## src/rtl/ep0_pkg.sv

```systemverilog
package ep0_pkg;
    typedef enum logic [1:0] {
        STG_IDLE   = 2'd0,
        STG_DATA   = 2'd1,
        STG_STATUS = 2'd2,
        STG_AUTO   = 2'd3
    } stage_e;

    localparam int REQ_GET_DESC = 6;
    localparam int REQ_SET_DESC = 7;
    localparam int REQ_SET_CFG  = 9;
    localparam int REQ_SET_IF   = 11;

    typedef struct packed {
        stage_e stage;
        logic   dir_in;
        logic   data_pend;
        logic   rx_full;
        logic   tx_full;
        logic   arm;
        logic   ack;
        logic   nack;
        logic   evt;
    } seq_state_t;

    typedef struct packed {
        logic setup_flag;
        logic stat_flag;
    } irq_state_t;
endpackage

```

## src/rtl/ep0_req_decode.sv

```systemverilog
module ep0_req_decode #(
    parameter int REQ_W   = 8,
    parameter int VAL_W   = 8,
    parameter int NUM_CFG = 1,
    parameter int NUM_ALT = 1
) (
    input  logic             is_std,
    input  logic [REQ_W-1:0] req,
    input  logic [VAL_W-1:0] val,
    output logic             to_cpu,
    output logic             odd_value
);
    import ep0_pkg::*;

    logic is_desc;
    logic bad_cfg;
    logic bad_alt;

    always_comb begin
        is_desc   = (req == REQ_W'(REQ_GET_DESC)) || (req == REQ_W'(REQ_SET_DESC));
        bad_cfg   = (req == REQ_W'(REQ_SET_CFG)) && (val > VAL_W'(NUM_CFG));
        bad_alt   = (req == REQ_W'(REQ_SET_IF))  && (val >= VAL_W'(NUM_ALT));
        to_cpu    = !is_std || is_desc;
        odd_value = is_std && (bad_cfg || bad_alt);
    end
endmodule

```

## src/rtl/ep0_irq_flags.sv

```systemverilog
module ep0_irq_flags (
    input  logic clk,
    input  logic rst_n,
    input  logic set_setup,
    input  logic clr_setup,
    input  logic set_stat,
    input  logic clr_stat,
    output logic setup_flag,
    output logic stat_flag
);
    import ep0_pkg::*;

    irq_state_t irq_d, irq_q;

    always_comb begin
        irq_d = irq_q;
        if (clr_setup) irq_d.setup_flag = 1'b0;
        if (set_setup) irq_d.setup_flag = 1'b1;
        if (clr_stat)  irq_d.stat_flag  = 1'b0;
        if (set_stat)  irq_d.stat_flag  = 1'b1;
    end

    always_ff @(posedge clk or negedge rst_n) begin
        if (!rst_n) irq_q <= '0;
        else        irq_q <= irq_d;
    end

    assign setup_flag = irq_q.setup_flag;
    assign stat_flag  = irq_q.stat_flag;
endmodule

```

## src/rtl/ep0_stage_ctrl.sv

```systemverilog
module ep0_stage_ctrl (
    input  logic       clk,
    input  logic       rst_n,
    input  logic       setup_stb,
    input  logic       req_to_cpu,
    input  logic       req_odd,
    input  logic       nodata,
    input  logic       out_stb,
    input  logic       in_stb,
    input  logic       stat_stb,
    input  logic       preset_in,
    input  logic       arm_status,
    input  logic       buf_done,
    output logic       raise_setup,
    output logic       raise_stat,
    output logic       ack,
    output logic       nack,
    output logic       evt,
    output logic       dir_in,
    output logic       data_pend,
    output logic       rx_full,
    output logic       tx_full,
    output logic       arm,
    output logic [1:0] stage
);
    import ep0_pkg::*;

    seq_state_t st_d, st_q;

    always_comb begin
        st_d        = st_q;
        st_d.ack    = 1'b0;
        st_d.nack   = 1'b0;
        st_d.evt    = 1'b0;
        raise_setup = 1'b0;
        raise_stat  = 1'b0;

        if (arm_status) st_d.arm = 1'b1;

        if (preset_in && st_q.stage == STG_DATA) begin
            st_d.dir_in    = 1'b1;
            st_d.data_pend = 1'b1;
        end

        if (buf_done && st_q.stage == STG_DATA) begin
            st_d.data_pend = 1'b0;
            if (st_q.dir_in) st_d.tx_full = 1'b1;
            else             st_d.rx_full = 1'b0;
        end

        if (setup_stb) begin
            st_d.ack       = 1'b1;
            st_d.arm       = 1'b0;
            st_d.dir_in    = 1'b0;
            st_d.data_pend = 1'b0;
            st_d.rx_full   = 1'b0;
            st_d.tx_full   = 1'b0;
            st_d.evt       = req_odd;
            if (req_to_cpu) begin
                raise_setup = 1'b1;
                st_d.stage  = nodata ? STG_STATUS : STG_DATA;
            end else begin
                st_d.stage  = STG_AUTO;
            end
        end else if (out_stb) begin
            unique case (st_q.stage)
                STG_DATA: begin
                    if (!st_q.dir_in && !st_q.rx_full) begin
                        st_d.ack       = 1'b1;
                        st_d.rx_full   = 1'b1;
                        st_d.data_pend = 1'b1;
                    end else begin
                        st_d.nack = 1'b1;
                    end
                end
                STG_AUTO: st_d.ack  = 1'b1;
                default:  st_d.nack = 1'b1;
            endcase
        end else if (in_stb) begin
            unique case (st_q.stage)
                STG_DATA: begin
                    if (!st_q.dir_in) begin
                        st_d.nack      = 1'b1;
                        st_d.dir_in    = 1'b1;
                        st_d.data_pend = 1'b1;
                    end else if (st_q.tx_full) begin
                        st_d.ack       = 1'b1;
                        st_d.tx_full   = 1'b0;
                        st_d.data_pend = 1'b1;
                    end else begin
                        st_d.nack = 1'b1;
                    end
                end
                STG_AUTO: st_d.ack  = 1'b1;
                default:  st_d.nack = 1'b1;
            endcase
        end else if (stat_stb) begin
            unique case (st_q.stage)
                STG_DATA, STG_STATUS: begin
                    if (st_q.arm) begin
                        st_d.ack   = 1'b1;
                        st_d.arm   = 1'b0;
                        st_d.stage = STG_IDLE;
                    end else begin
                        st_d.nack  = 1'b1;
                        raise_stat = 1'b1;
                    end
                end
                STG_AUTO: begin
                    st_d.ack   = 1'b1;
                    st_d.stage = STG_IDLE;
                end
                default: st_d.nack = 1'b1;
            endcase
        end
    end

    always_ff @(posedge clk or negedge rst_n) begin
        if (!rst_n) st_q <= '{stage: STG_IDLE, default: '0};
        else        st_q <= st_d;
    end

    assign ack       = st_q.ack;
    assign nack      = st_q.nack;
    assign evt       = st_q.evt;
    assign dir_in    = st_q.dir_in;
    assign data_pend = st_q.data_pend;
    assign rx_full   = st_q.rx_full;
    assign tx_full   = st_q.tx_full;
    assign arm       = st_q.arm;
    assign stage     = st_q.stage;
endmodule

```

## src/rtl/ep0_stage_seq.sv

```systemverilog
module ep0_stage_seq #(
    parameter int REQ_W   = 8,
    parameter int VAL_W   = 8,
    parameter int NUM_CFG = 1,
    parameter int NUM_ALT = 1
) (
    input  logic             clk,
    input  logic             rst_n,
    input  logic             setup_stb,
    input  logic             setup_std,
    input  logic [REQ_W-1:0] setup_req,
    input  logic [VAL_W-1:0] setup_val,
    input  logic             setup_nodata,
    input  logic             out_stb,
    input  logic             in_stb,
    input  logic             stat_stb,
    input  logic             cpu_dir_preset,
    input  logic             cpu_stat_enable,
    input  logic             cpu_setup_irq_clr,
    input  logic             cpu_stat_irq_clr,
    input  logic             cpu_buf_done,
    output logic             hs_ack,
    output logic             hs_nack,
    output logic             dir_in,
    output logic             data_pend,
    output logic             rx_full,
    output logic             tx_full,
    output logic             setup_irq,
    output logic             stat_irq,
    output logic             stat_en,
    output logic             req_val_evt,
    output logic [1:0]       stage
);
    logic to_cpu;
    logic odd_value;
    logic raise_setup;
    logic raise_stat;

    ep0_req_decode #(
        .REQ_W  (REQ_W),
        .VAL_W  (VAL_W),
        .NUM_CFG(NUM_CFG),
        .NUM_ALT(NUM_ALT)
    ) u_decode (
        .is_std   (setup_std),
        .req      (setup_req),
        .val      (setup_val),
        .to_cpu   (to_cpu),
        .odd_value(odd_value)
    );

    ep0_stage_ctrl u_ctrl (
        .clk        (clk),
        .rst_n      (rst_n),
        .setup_stb  (setup_stb),
        .req_to_cpu (to_cpu),
        .req_odd    (odd_value),
        .nodata     (setup_nodata),
        .out_stb    (out_stb),
        .in_stb     (in_stb),
        .stat_stb   (stat_stb),
        .preset_in  (cpu_dir_preset),
        .arm_status (cpu_stat_enable),
        .buf_done   (cpu_buf_done),
        .raise_setup(raise_setup),
        .raise_stat (raise_stat),
        .ack        (hs_ack),
        .nack       (hs_nack),
        .evt        (req_val_evt),
        .dir_in     (dir_in),
        .data_pend  (data_pend),
        .rx_full    (rx_full),
        .tx_full    (tx_full),
        .arm        (stat_en),
        .stage      (stage)
    );

    ep0_irq_flags u_irq (
        .clk       (clk),
        .rst_n     (rst_n),
        .set_setup (raise_setup),
        .clr_setup (cpu_setup_irq_clr),
        .set_stat  (raise_stat),
        .clr_stat  (cpu_stat_irq_clr),
        .setup_flag(setup_irq),
        .stat_flag (stat_irq)
    );
endmodule

```

## config.mk

```make
export PLATFORM = sky130hd
export DESIGN_NAME = ep0_stage_seq
export DESIGN_NICKNAME = d
export VERILOG_FILES = /design/src/rtl/ep0_pkg.sv /design/src/rtl/ep0_req_decode.sv /design/src/rtl/ep0_irq_flags.sv /design/src/rtl/ep0_stage_ctrl.sv /design/src/rtl/ep0_stage_seq.sv
export SDC_FILE = /design/constraint.sdc
export NUM_CORES = 1
export LEC_CHECK = 0
export ABC_AREA = 1
export BUFFER_PORTS_ARGS = -buffer_cell sky130_fd_sc_hd__clkbuf_2
export CAP_MARGIN = 20
export CELL_PAD_IN_SITES_DETAIL_PLACEMENT = 1
export CELL_PAD_IN_SITES_GLOBAL_PLACEMENT = 1
export CORE_MARGIN = 1.5
export CORE_UTILIZATION = 30
export CTS_BUF_LIST = sky130_fd_sc_hd__clkbuf_8 sky130_fd_sc_hd__clkbuf_16
export DETAILED_ROUTE_END_ITERATION = 7
export HOLD_SLACK_MARGIN = 0.12
export PLACE_DENSITY_LB_ADDON = 0.1
export SETUP_SLACK_MARGIN = 0.2
export SKIP_LAST_GASP = 1
export SLEW_MARGIN = 15
export SYNTH_ARGS = -nofsm -noshare
export SYNTH_HDL_FRONTEND = slang
export SYNTH_SLANG_ARGS = --single-unit
```

## constraint.sdc

```tcl
create_clock -name clk -period 2.62 [get_ports clk]
set_input_delay 0.262 -clock clk [delete_from_list [all_inputs] [get_ports clk]]
set_output_delay 0.262 -clock clk [all_outputs]
set_load 0.03 [all_outputs]
```

==> qor.yml <==
run_status:
  status: "completed"
synthesis:
  synth-seq-cells: 12
  ys_seq_area_share_pct: 39.9
  synth_top_area_cell: "dfrtp_1"
  synth_warnings: 0
  synth_top_flop_cell: "dfrtp_1"
  avgSynthCellArea_sq_um: 7.37
  muxShareOfSynthArea_pct: 0
  synthTopCellsByArea: "dfrtp_1, nand2_1, inv_1, ha_1, nor2_1"
  synth-compound-area-share_pct: 13.5
  synth_most_common_cell: "nand2_1"
  synth_xor_area_share_pct: 0
  synth_enable_flop_cells: 0
  syn-cell-area_sq_um: 752
  synth_nets: 135
  synth_top_area_share_pct: 39.9
  synth_cell_types: 22
  yosys.area_share.simple_pct: 30.3
  synth_fa_ha_area_share_pct: 6.66
  synthTopCellsByCount: "nand2_1, inv_1, dfrtp_1"
  synthArstFlopShare_pct: 100
  synth_cells: 102
  synth_top_family_by_area: "simple AND/OR/NAND/NOR gates"
timing:
  slew_violations: 0
  hold_viol: 0
  final.min_clock_period_ns: 1.47
  finalSetupTns_ns: 0
  clock_skew_ns: 0.00255
  max_freq_mhz: 682
  period_share_pct: 56.0
  tightestPinTransition_ns: 0.321
  report.final.setup_viol: 0
  rsz0062_at_grt: "false"
  slew_headroom_pct: 78.6
placed_design:
  dp.cells: 169
  placement.io_buffers: 40
  dp_hpwl_microns: 1800
  place_congestion: 0.786
critical_path:
  worst_ep_required_time_ns: 2.75
  cp_common_cell: "nor2_1"
  cp_max_fo: 6
  critPathSlowestCell: "dfrtp_1"
  max_stage_delay_ns: 0.44
  start_kind: "flip-flop"
  end_kind: "flip-flop"
  cp_num_buf_inv: 1
  r2r-start: "u_ctrl.stage[0]"
  startpoint: "u_ctrl.stage[0]"
  worstSetupPathType: "flip-flop to flip-flop"
  critical_path_arrival_ns: 1.60
  crit_chain: "inv_1 -> ha_1 -> o21ai_1 -> o21ai_0 -> nor2_1 -> nor2_1"
  crit_family: "flip-flops"
drt:
  vias: 826
  drcViolationCount: 0
  drt-wirelength-per-cell_microns: 12.3
  drtAntennaViolNets: 0
  drt_iter0_markers: 6
  vias_per_cell: 4.77
  drt_wl_total_microns: 2130
  firstDrtPassIters: 4
power:
  p_sw_share_pct: 32.6
  p_switching_uw: 171
  power_density_nw_per_um2: 508
  seq_power_share_pct: 40.4
  p_int_uw: 354
  pwr-share-clk_pct: 31.6
  power_uw: 525
  vdd_drop_max_v: 0.000221
  pwr-share-comb_pct: 28.1
  cellLeakagePower_nw: 0.578
min_path:
  hold_path.class: "input pin to flip-flop"
  min_from: "cpu_setup_irq_clr"
floorplan:
  core_sq_um: 2300
  rows: 17
  ioPinCount: 41
  die_area_sq_um: 2820
  die_w_microns: 53.1
  dieHeight_microns: 53.1
  start_util_pct: 32.7
global_routing:
  grt_max_degree: 13
  grt_pass1_wl_microns: 3750
  grt_util_all_layers_pct: 18.6
  grt_pass1_vias: 926
  antenna_found_initial: 0
  grt_overflow: 0
final_layout:
  drive_gt1_share_pct: 36.6
  nNetsFinal: 180
  area_growth_pct: 37.4
  final_cells: 173
  diodes: 0
cts:
  clock-sinks: 12
  root_buffer: "clkbuf_8"
  h-tree-depth: 1
  cts_tree: "yes"
  worstSkewPairLatency_ns: 0.24
  post_cts_buffers: 0
  numCtsBuffers: 3
  path_clk_slew_ns: 0.05
  cts_max_path_buffers: 2
run:
  cap_violations: 0
worst reg2reg max path: stages (launching register included):
cell     delay (ns)
dfrtp_1        0.44
inv_1          0.07
ha_1           0.35
o21ai_1        0.24
o21ai_0        0.11
nor2_1         0.09
nor2_1         0.05
routing by layer:
layer  GRT usage, %  vias to the layer above  share of wire, %  wire [microns]
met1           19.7                      368                42             895
met2           34.2                       37                49            1040
met4           11.1                        0               2.4              52
met3           3.11                        6               6.3             134
met5              0                        -                 0               0
li1               -                      415                 -               -
path summary, 6_finish.rpt:
check / to / slack [ns] / cells after the start
max: u_ctrl.nack / 1.15 / 6
min: u_irq.setup_flag / 0.21 / 2
max reg2reg: u_ctrl.nack / 1.15 / 6
min reg2reg: u_irq.setup_flag / 0.53 / 2
max in group asynchronous: u_ctrl.rx_full / 1.91 / 2
min in group asynchronous: u_ctrl.stage[0] / 0.47 / 2
final cells by class:
type / instances / area [sq um]
Clock buffer: 3 / 41.3
Fill cell: 307 / 1260
Inverter: 18 / 67.6
Multi-Input combinational cell: 71 / 379
Sequential cell: 12 / 300
Tap cell: 28 / 35.0
Timing Repair Buffer: 41 / 210
power groups by stage:
| stage | clock network (mW) | registers, mW | logic (mW) |
|---|---|---|---|
| finish | 0.166 | 0.212 | 0.147 |
| global route | 0.182 | 0.215 | 0.166 |
| CTS | 0.172 | 0.212 | 0.150 |
| detailed placement | 0 | 0.215 | 0.148 |
| global placement | 0 | 0.214 | 0.144 |
| floorplan | 0 | 0.242 | 0.0608 |
logic make-up after synthesis:
group	count (synthesis)
and+or+nand+nor	50
AOI/OAI and AO/OA	17
adders and majority gates	4
buffers and inverters	19
DFF	12
registers in the layout (all words and copies together) (netlist names):
| register | flops |
|---|---|
| u_ctrl.stage | 2 |
| u_ctrl.nack | 1 |
| u_ctrl.ack | 1 |
| u_ctrl.rx_full | 1 |
| u_ctrl.arm | 1 |
| u_ctrl.dir_in | 1 |
| u_irq.setup_flag | 1 |
| u_ctrl.evt | 1 |
| u_ctrl.data_pend | 1 |
| u_ctrl.tx_full | 1 |
| u_irq.stat_flag | 1 |
cell usage in the layout (no fill, tap or decap):
master	instances
clkbuf_2	40
nand2_1	21
inv_1	15
dfrtp_1	12
nor2_1	10
nand3_1	7
o21ai_0	6
nand4_1	4
ha_1	4
inv_2	3
a21oi_1	3
nor2_2	3
o21ai_1	3
clkbuf_8	3
a31oi_1	2
a211oi_2	1
o21a_1	1
nand3b_1	1
nand2_2	1
or2_2	1
nor3_1	1
nor3b_1	1
a21oi_2	1
dlygate4sd3_1	1
timing repair:
action | in CTS | in global routing
gates resized for setup | 0 | 0
hold buffers | 1 | 0
hold endpoints to repair | 12 | 0
through the flow:
step	hold WS [ns]	util [%]	area [sq um]	setup slack (ns)
3_5_place_dp	0.176	42.8	982	1.16
4_1_cts	0.215	45.0	1030	1.14
5_1_grt	0.224	45.0	1030	0.994
2_1_floorplan	-0.0336	-	752	1.13
3_3_place_gp	0.167	42.8	982	1.27
6_report	0.214	45.0	1030	1.15
Power figures use the tool's default switching activity.
